==> config.mk <==
export PLATFORM = sky130hd
export DESIGN_NAME = level_pulse_link
export DESIGN_NICKNAME = d
export VERILOG_FILES = /design/src/rtl/pl_pkg.sv /design/src/rtl/pl_tx.sv /design/src/rtl/pl_wdog.sv /design/src/rtl/pl_rx.sv /design/src/rtl/level_pulse_link.sv
export SDC_FILE = /design/constraint.sdc
export NUM_CORES = 1
export LEC_CHECK = 0
export CAP_MARGIN = 10
export CORE_MARGIN = 10
export CORE_UTILIZATION = 44
export CTS_BUF_LIST = sky130_fd_sc_hd__clkbuf_8
export DETAILED_ROUTE_END_ITERATION = 10
export PLACE_DENSITY_LB_ADDON = 0.25
export SYNTH_ARGS = -nofsm -noshare
export SYNTH_HDL_FRONTEND = slang
export SYNTH_HIERARCHICAL = 1
export SYNTH_SLANG_ARGS = --single-unit
==> constraint.sdc <==
create_clock -name clk_i -period 1.8 [get_ports clk_i]
set_clock_uncertainty 0.15 [all_clocks]
set_input_delay 0.45 -clock clk_i [delete_from_list [all_inputs] [get_ports clk_i]]
set_output_delay 0.45 -clock clk_i [all_outputs]
set_load 0.05 [all_outputs]
==> src/rtl/pl_pkg.sv <==
package pl_pkg;
  typedef enum logic [1:0] {
    PL_IDLE = 2'b00,
    PL_SET  = 2'b01,
    PL_CLR  = 2'b10,
    PL_BAD  = 2'b11
  } pl_code_e;

  function automatic pl_code_e pl_decode(input logic set_p, input logic clr_p);
    return pl_code_e'({clr_p, set_p});
  endfunction
endpackage

==> src/rtl/pl_tx.sv <==
module pl_tx
  import pl_pkg::*;
#(
  parameter int REFRESH_CYC = 60
) (
  input  logic clk_i,
  input  logic rst_ni,
  input  logic level_i,
  output logic set_o,
  output logic clr_o
);
  localparam int CW = $clog2(REFRESH_CYC + 1);
  localparam logic [CW-1:0] LAST = CW'(REFRESH_CYC - 1);

  logic          prev_q;
  logic [CW-1:0] idle_q;
  logic          edge_w, fire_w;
  pl_code_e      code_d;

  assign edge_w = level_i ^ prev_q;
  assign fire_w = !edge_w && (idle_q == LAST);

  always_comb begin
    code_d = PL_IDLE;
    if (edge_w || fire_w) code_d = level_i ? PL_SET : PL_CLR;
  end

  always_ff @(posedge clk_i or negedge rst_ni) begin
    if (!rst_ni) begin
      prev_q <= 1'b0;
      idle_q <= '0;
      set_o  <= 1'b0;
      clr_o  <= 1'b0;
    end else begin
      prev_q <= level_i;
      // interval restarts on a real transition or after a refresh
      if (edge_w || fire_w) idle_q <= '0;
      else                  idle_q <= idle_q + 1'b1;
      set_o  <= (code_d == PL_SET);
      clr_o  <= (code_d == PL_CLR);
    end
  end


  rise_set_chk: assert property (@(posedge clk_i) disable iff (!rst_ni)
    (level_i && !prev_q) |=> set_o);

  fall_clr_chk: assert property (@(posedge clk_i) disable iff (!rst_ni)
    (!level_i && prev_q) |=> clr_o);

  set_level_chk: assert property (@(posedge clk_i) disable iff (!rst_ni)
    set_o |-> prev_q);

  clr_level_chk: assert property (@(posedge clk_i) disable iff (!rst_ni)
    clr_o |-> !prev_q);

  one_pulse_chk: assert property (@(posedge clk_i) disable iff (!rst_ni)
    $onehot0({set_o, clr_o}));
endmodule

==> src/rtl/pl_wdog.sv <==
module pl_wdog #(
  parameter int WDOG_CYC = 250
) (
  input  logic clk_i,
  input  logic rst_ni,
  input  logic kick_i,
  output logic expired_o
);
  localparam int CW = $clog2(WDOG_CYC + 1);
  localparam logic [CW-1:0] LAST = CW'(WDOG_CYC - 1);

  logic [CW-1:0] cnt_q;

  always_ff @(posedge clk_i or negedge rst_ni) begin
    if (!rst_ni) begin
      cnt_q     <= '0;
      expired_o <= 1'b1;
    end else if (kick_i) begin
      cnt_q     <= '0;
      expired_o <= 1'b0;
    end else if (cnt_q == LAST) begin
      expired_o <= 1'b1;
    end else begin
      cnt_q <= cnt_q + 1'b1;
    end
  end


  kick_clear_chk: assert property (@(posedge clk_i) disable iff (!rst_ni)
    kick_i |=> !expired_o);
endmodule

==> src/rtl/pl_rx.sv <==
module pl_rx
  import pl_pkg::*;
#(
  parameter int WDOG_CYC = 250
) (
  input  logic clk_i,
  input  logic rst_ni,
  input  logic set_i,
  input  logic clr_i,
  output logic data_o,
  output logic oe_o
);
  pl_code_e code_w;
  logic     valid_w, expired_w;

  assign code_w  = pl_decode(set_i, clr_i);
  assign valid_w = (code_w == PL_SET) || (code_w == PL_CLR);

  pl_wdog #(.WDOG_CYC(WDOG_CYC)) u_wdog (
    .clk_i     (clk_i),
    .rst_ni    (rst_ni),
    .kick_i    (valid_w),
    .expired_o (expired_w)
  );

  always_ff @(posedge clk_i or negedge rst_ni) begin
    if (!rst_ni)      data_o <= 1'b0;
    else if (valid_w) data_o <= (code_w == PL_SET);
  end

  assign oe_o = !expired_w;


  set_load_chk: assert property (@(posedge clk_i) disable iff (!rst_ni)
    (set_i && !clr_i) |=> (data_o && oe_o));

  clr_load_chk: assert property (@(posedge clk_i) disable iff (!rst_ni)
    (clr_i && !set_i) |=> (!data_o && oe_o));

  both_ignored_chk: assert property (@(posedge clk_i) disable iff (!rst_ni)
    (set_i && clr_i) |=> $stable(data_o));

  drop_quiet_chk: assert property (@(posedge clk_i) disable iff (!rst_ni)
    $fell(oe_o) |-> !$past(set_i ^ clr_i));
endmodule

==> src/rtl/level_pulse_link.sv <==
module level_pulse_link #(
  parameter int REFRESH_CYC = 60,
  parameter int WDOG_CYC    = 250
) (
  input  logic clk_i,
  input  logic rst_ni,
  input  logic level_i,
  output logic tx_set_o,
  output logic tx_clr_o,
  input  logic rx_set_i,
  input  logic rx_clr_i,
  output logic rx_data_o,
  output logic rx_oe_o
);
  pl_tx #(.REFRESH_CYC(REFRESH_CYC)) u_tx (
    .clk_i   (clk_i),
    .rst_ni  (rst_ni),
    .level_i (level_i),
    .set_o   (tx_set_o),
    .clr_o   (tx_clr_o)
  );

  pl_rx #(.WDOG_CYC(WDOG_CYC)) u_rx (
    .clk_i  (clk_i),
    .rst_ni (rst_ni),
    .set_i  (rx_set_i),
    .clr_i  (rx_clr_i),
    .data_o (rx_data_o),
    .oe_o   (rx_oe_o)
  );
endmodule

==> impl_metrics.ini <==
[timing]
hold_ws_ns = 0.332
hold_viol_final = 0
rsz0062_at_grt = no
finalMaxSlewViolations = 0
max_clock_freq_mhz = 591
finalCritPeriodShare = 0.940
tightestPinTransition_ns = 0.413
finalCriticalPeriod_ns = 1.69
setup_viol = 0
slew_headroom = 0.723

[pwr]
p_clk_frac = 0.319
switching_share = 0.267
switching_power_w = 0.000249
leakage_nw = 0.490
ir_worst_vdd_mv = 0.539
p_comb_frac = 0.160
pwr-share-seq = 0.521
p_int_w = 0.000685
power_density_nw_per_um2 = 829

[logic_synthesis]
yosys_warnings = 6
synth-edff-count = 0
ys.flop_type = dfrtp_1
ys_seq_area_frac = 0.529
syn_area_um2 = 901
yosys.area.top_type = dfrtp_1
synthCells = 83
synth_top_area_share = 0.500
ys_async_sr_fraction = 1.00
avgSynthCellArea_um2 = 10.9
synth.ff_latch_count = 19
synth_common_cells = 18 x dfrtp_1, 10 x nor2_1, 6 x inv_1
synth.most_common_cell = dfrtp_1
synth.net_count = 92
ys_types = 28
synthTopCellsByArea = dfrtp_1 50%, ha_1 5.6%, nor2_1 4.2%

[clock_tree]
cts_tree = built
postCtsResizedCells = 0
clkSinkCount = 19
cts_setup_buffers = 0
clockBufferDepth = 2
cts_inserted_buffers = 3
cts_hold_buf = 0
htreeDepth = 1
cts_root_buffer = clkbuf_8
clkLatencyLatePin_ns = 0.25
path_clk_slew_ns = 0.07

[placed_design]
routabilityCongestion = 0.691
portBuffers = 8
place_hpwl_um = 1160
dp.cells = 121

[floorplanning]
num_rows = 16
core_um2 = 1960
dieWidth_um = 65.3
start_util = 0.459
die_h_um = 65.3
num_io_pins = 9
dieArea_um2 = 4260

[job]
maxCapViolations = 0

[min_path]
min_path_cells = 1
hold_class = register to register
min_from = u_tx/idle_q[0]$_DFF_PN0_
holdPathEnd = u_tx/idle_q[0]$_DFF_PN0_

[setup_path]
critPathRequiredTime_ns = 1.83
crit_path_start_kind = input pin
slowest_stage = clkdlybuf4s50_1
critPathArrivalTime_ns = 1.72
r2r_slack_ns = 0.27
cp_num_buf_inv = 4
crit_fanout = 7
r2r_end = u_rx/u_wdog/cnt_q[1]$_DFFE_PN0P_
cp_cell_sequence = clkdlybuf4s50_1 -> inv_1 -> ha_4 -> inv_2 -> buf_4 -> nor2_1 -> nand2_1 -> o22ai_1
crit_type = input pin to register
rr_worst_depth = 5
rr_startpoint = u_rx/u_wdog/cnt_q[1]$_DFFE_PN0P_
cp-end-kind = register
crit_family = buffers and inverters
cp_slowest_stage_delay_ns = 0.45

[global_routing]
met3_usage = 0.0288
grt-busiest-layer = met2
grtUsageMet2 = 0.116
grt_overflow = 0
grtUsageMet1 = 0.0933
grt_pass1_wl_um = 2640
first_global_vias = 600
grt_max_degree = 20
grt_usage = 0.0759
antenna_found_initial = 0

[route]
drt_iter0_drc = 15
post_drt_wl_per_cell_um = 12.5
drt-total-wl_um = 1560
drt.antenna.violating_nets = 0
firstDrtPassIters = 4
remaining_drc_errors = 0
vias = 622
post_drt_via_cell_ratio = 4.98

[cells_and_area]
areaGrowthSynthToFinish_pct = 25.1
final_cells = 125
final_nets = 108
diodes = 0
drive_above_1_share = 0.224

[run_status]
run_status = finished clean
[cell families (layout without fill, tap and decap cells)]
kind of cell / Yosys count / in the layout / synth area share
AND/OR/NAND/NOR: 31 / 31 / 0.200
flip-flops: 19 / 19 / 0.529
AO/OA/AOI/OAI: 13 / 13 / 0.0861
buffers and inverters: 7 / 22 / 0.0292
XOR/XNOR: 6 / 6 / 0.0583
adder cells (fa/ha/maj): 4 / 4 / 0.0556
multiplexers: 3 / 3 / 0.0417
[cell type report]
class,count,area [µm²]
fillers,182,835
multi-input cells,57,410
well taps,27,33.8
flip-flops and latches,19,477
clock buffers,3,41.3
repair buffers,12,138
clock inverters,1,5.00
inverters,6,22.5
[registers in the layout, summed over array words and instances (netlist names)]
register               cells
u_tx/idle_q                6
u_tx/set_o                 1
u_rx/u_wdog/cnt_q          8
u_rx/u_wdog/expired_o      1
u_tx/clr_o                 1
u_rx/data_o                1
u_tx/prev_q                1
[worst reg2reg max path: stages, from the launching register on]
cell	delay (ns)
dfrtp_1	0.41
inv_1	0.08
ha_1	0.14
nand2_1	0.08
nor3_4	0.20
mux2_1	0.35
[stage by stage]
stage	cell area, µm²	power [W]	setup slack (ns)	TNS [ns]	utilization
after global routing	1130	0.000976	0.00898	0	0.575
after detailed placement	1070	0.000642	-0.228	-1.44	0.545
after global placement	1070	0.000637	-0.177	-1.08	0.545
after floorplan	901	0.000570	0.0727	0	-
final	1130	0.000934	0.108	0	0.575
after CTS	1110	0.000940	0.0390	0	0.568
[cells in the final DEF, fill, tap and decap left out, drive strengths merged]
cell type and instances:
nand2 5, nand4 1, nor2 10, mux2 3, xor2 3, or2b 1, a21oi 5, or2 1
nand4b 1, clkbuf 3, nor2b 1, dfstp 1, dfrtp 18, ha 4, inv 6, clkinv 1
o21ai 5, buf 8, xnor2 3, nor3 1, nand3 5, a21boi 1, o22ai 1, or3 4
o21ba 1, and3 1, clkdlybuf4s50 4
[layer usage]
metal / wire, µm / share of wire
met5: 0 / 0
met2: 679 / 0.44
met4: 21 / 0.013
met3: 76 / 0.049
met1: 780 / 0.50
[power groups by stage]
stage | registers [W] | logic (W) | clock network (W)
finish | 0.000487 | 0.000150 | 0.000298
global route | 0.000491 | 0.000165 | 0.000320
CTS | 0.000487 | 0.000148 | 0.000305
floorplan | 0.000505 | 0.0000654 | 0
global placement | 0.000493 | 0.000144 | 0
detailed placement | 0.000495 | 0.000147 | 0
[how the worst max path moves through the flow]
stage               slack (ns)                               end  cells past startpoint      from
floorplan                 0.07  u_rx/u_wdog/cnt_q[1]$_DFFE_PN0P_                      6  rx_clr_i
global placement         -0.18  u_rx/u_wdog/cnt_q[1]$_DFFE_PN0P_                      6  rx_clr_i
detailed placement       -0.23  u_rx/u_wdog/cnt_q[1]$_DFFE_PN0P_                      6  rx_clr_i
CTS                       0.04  u_rx/u_wdog/cnt_q[0]$_DFFE_PN0P_                      6  rx_clr_i
global route             0.009  u_rx/u_wdog/cnt_q[2]$_DFFE_PN0P_                      8  rx_clr_i
finish                    0.11  u_rx/u_wdog/cnt_q[2]$_DFFE_PN0P_                      8  rx_clr_i
Note: power is estimated with default switching activity, not from simulation.
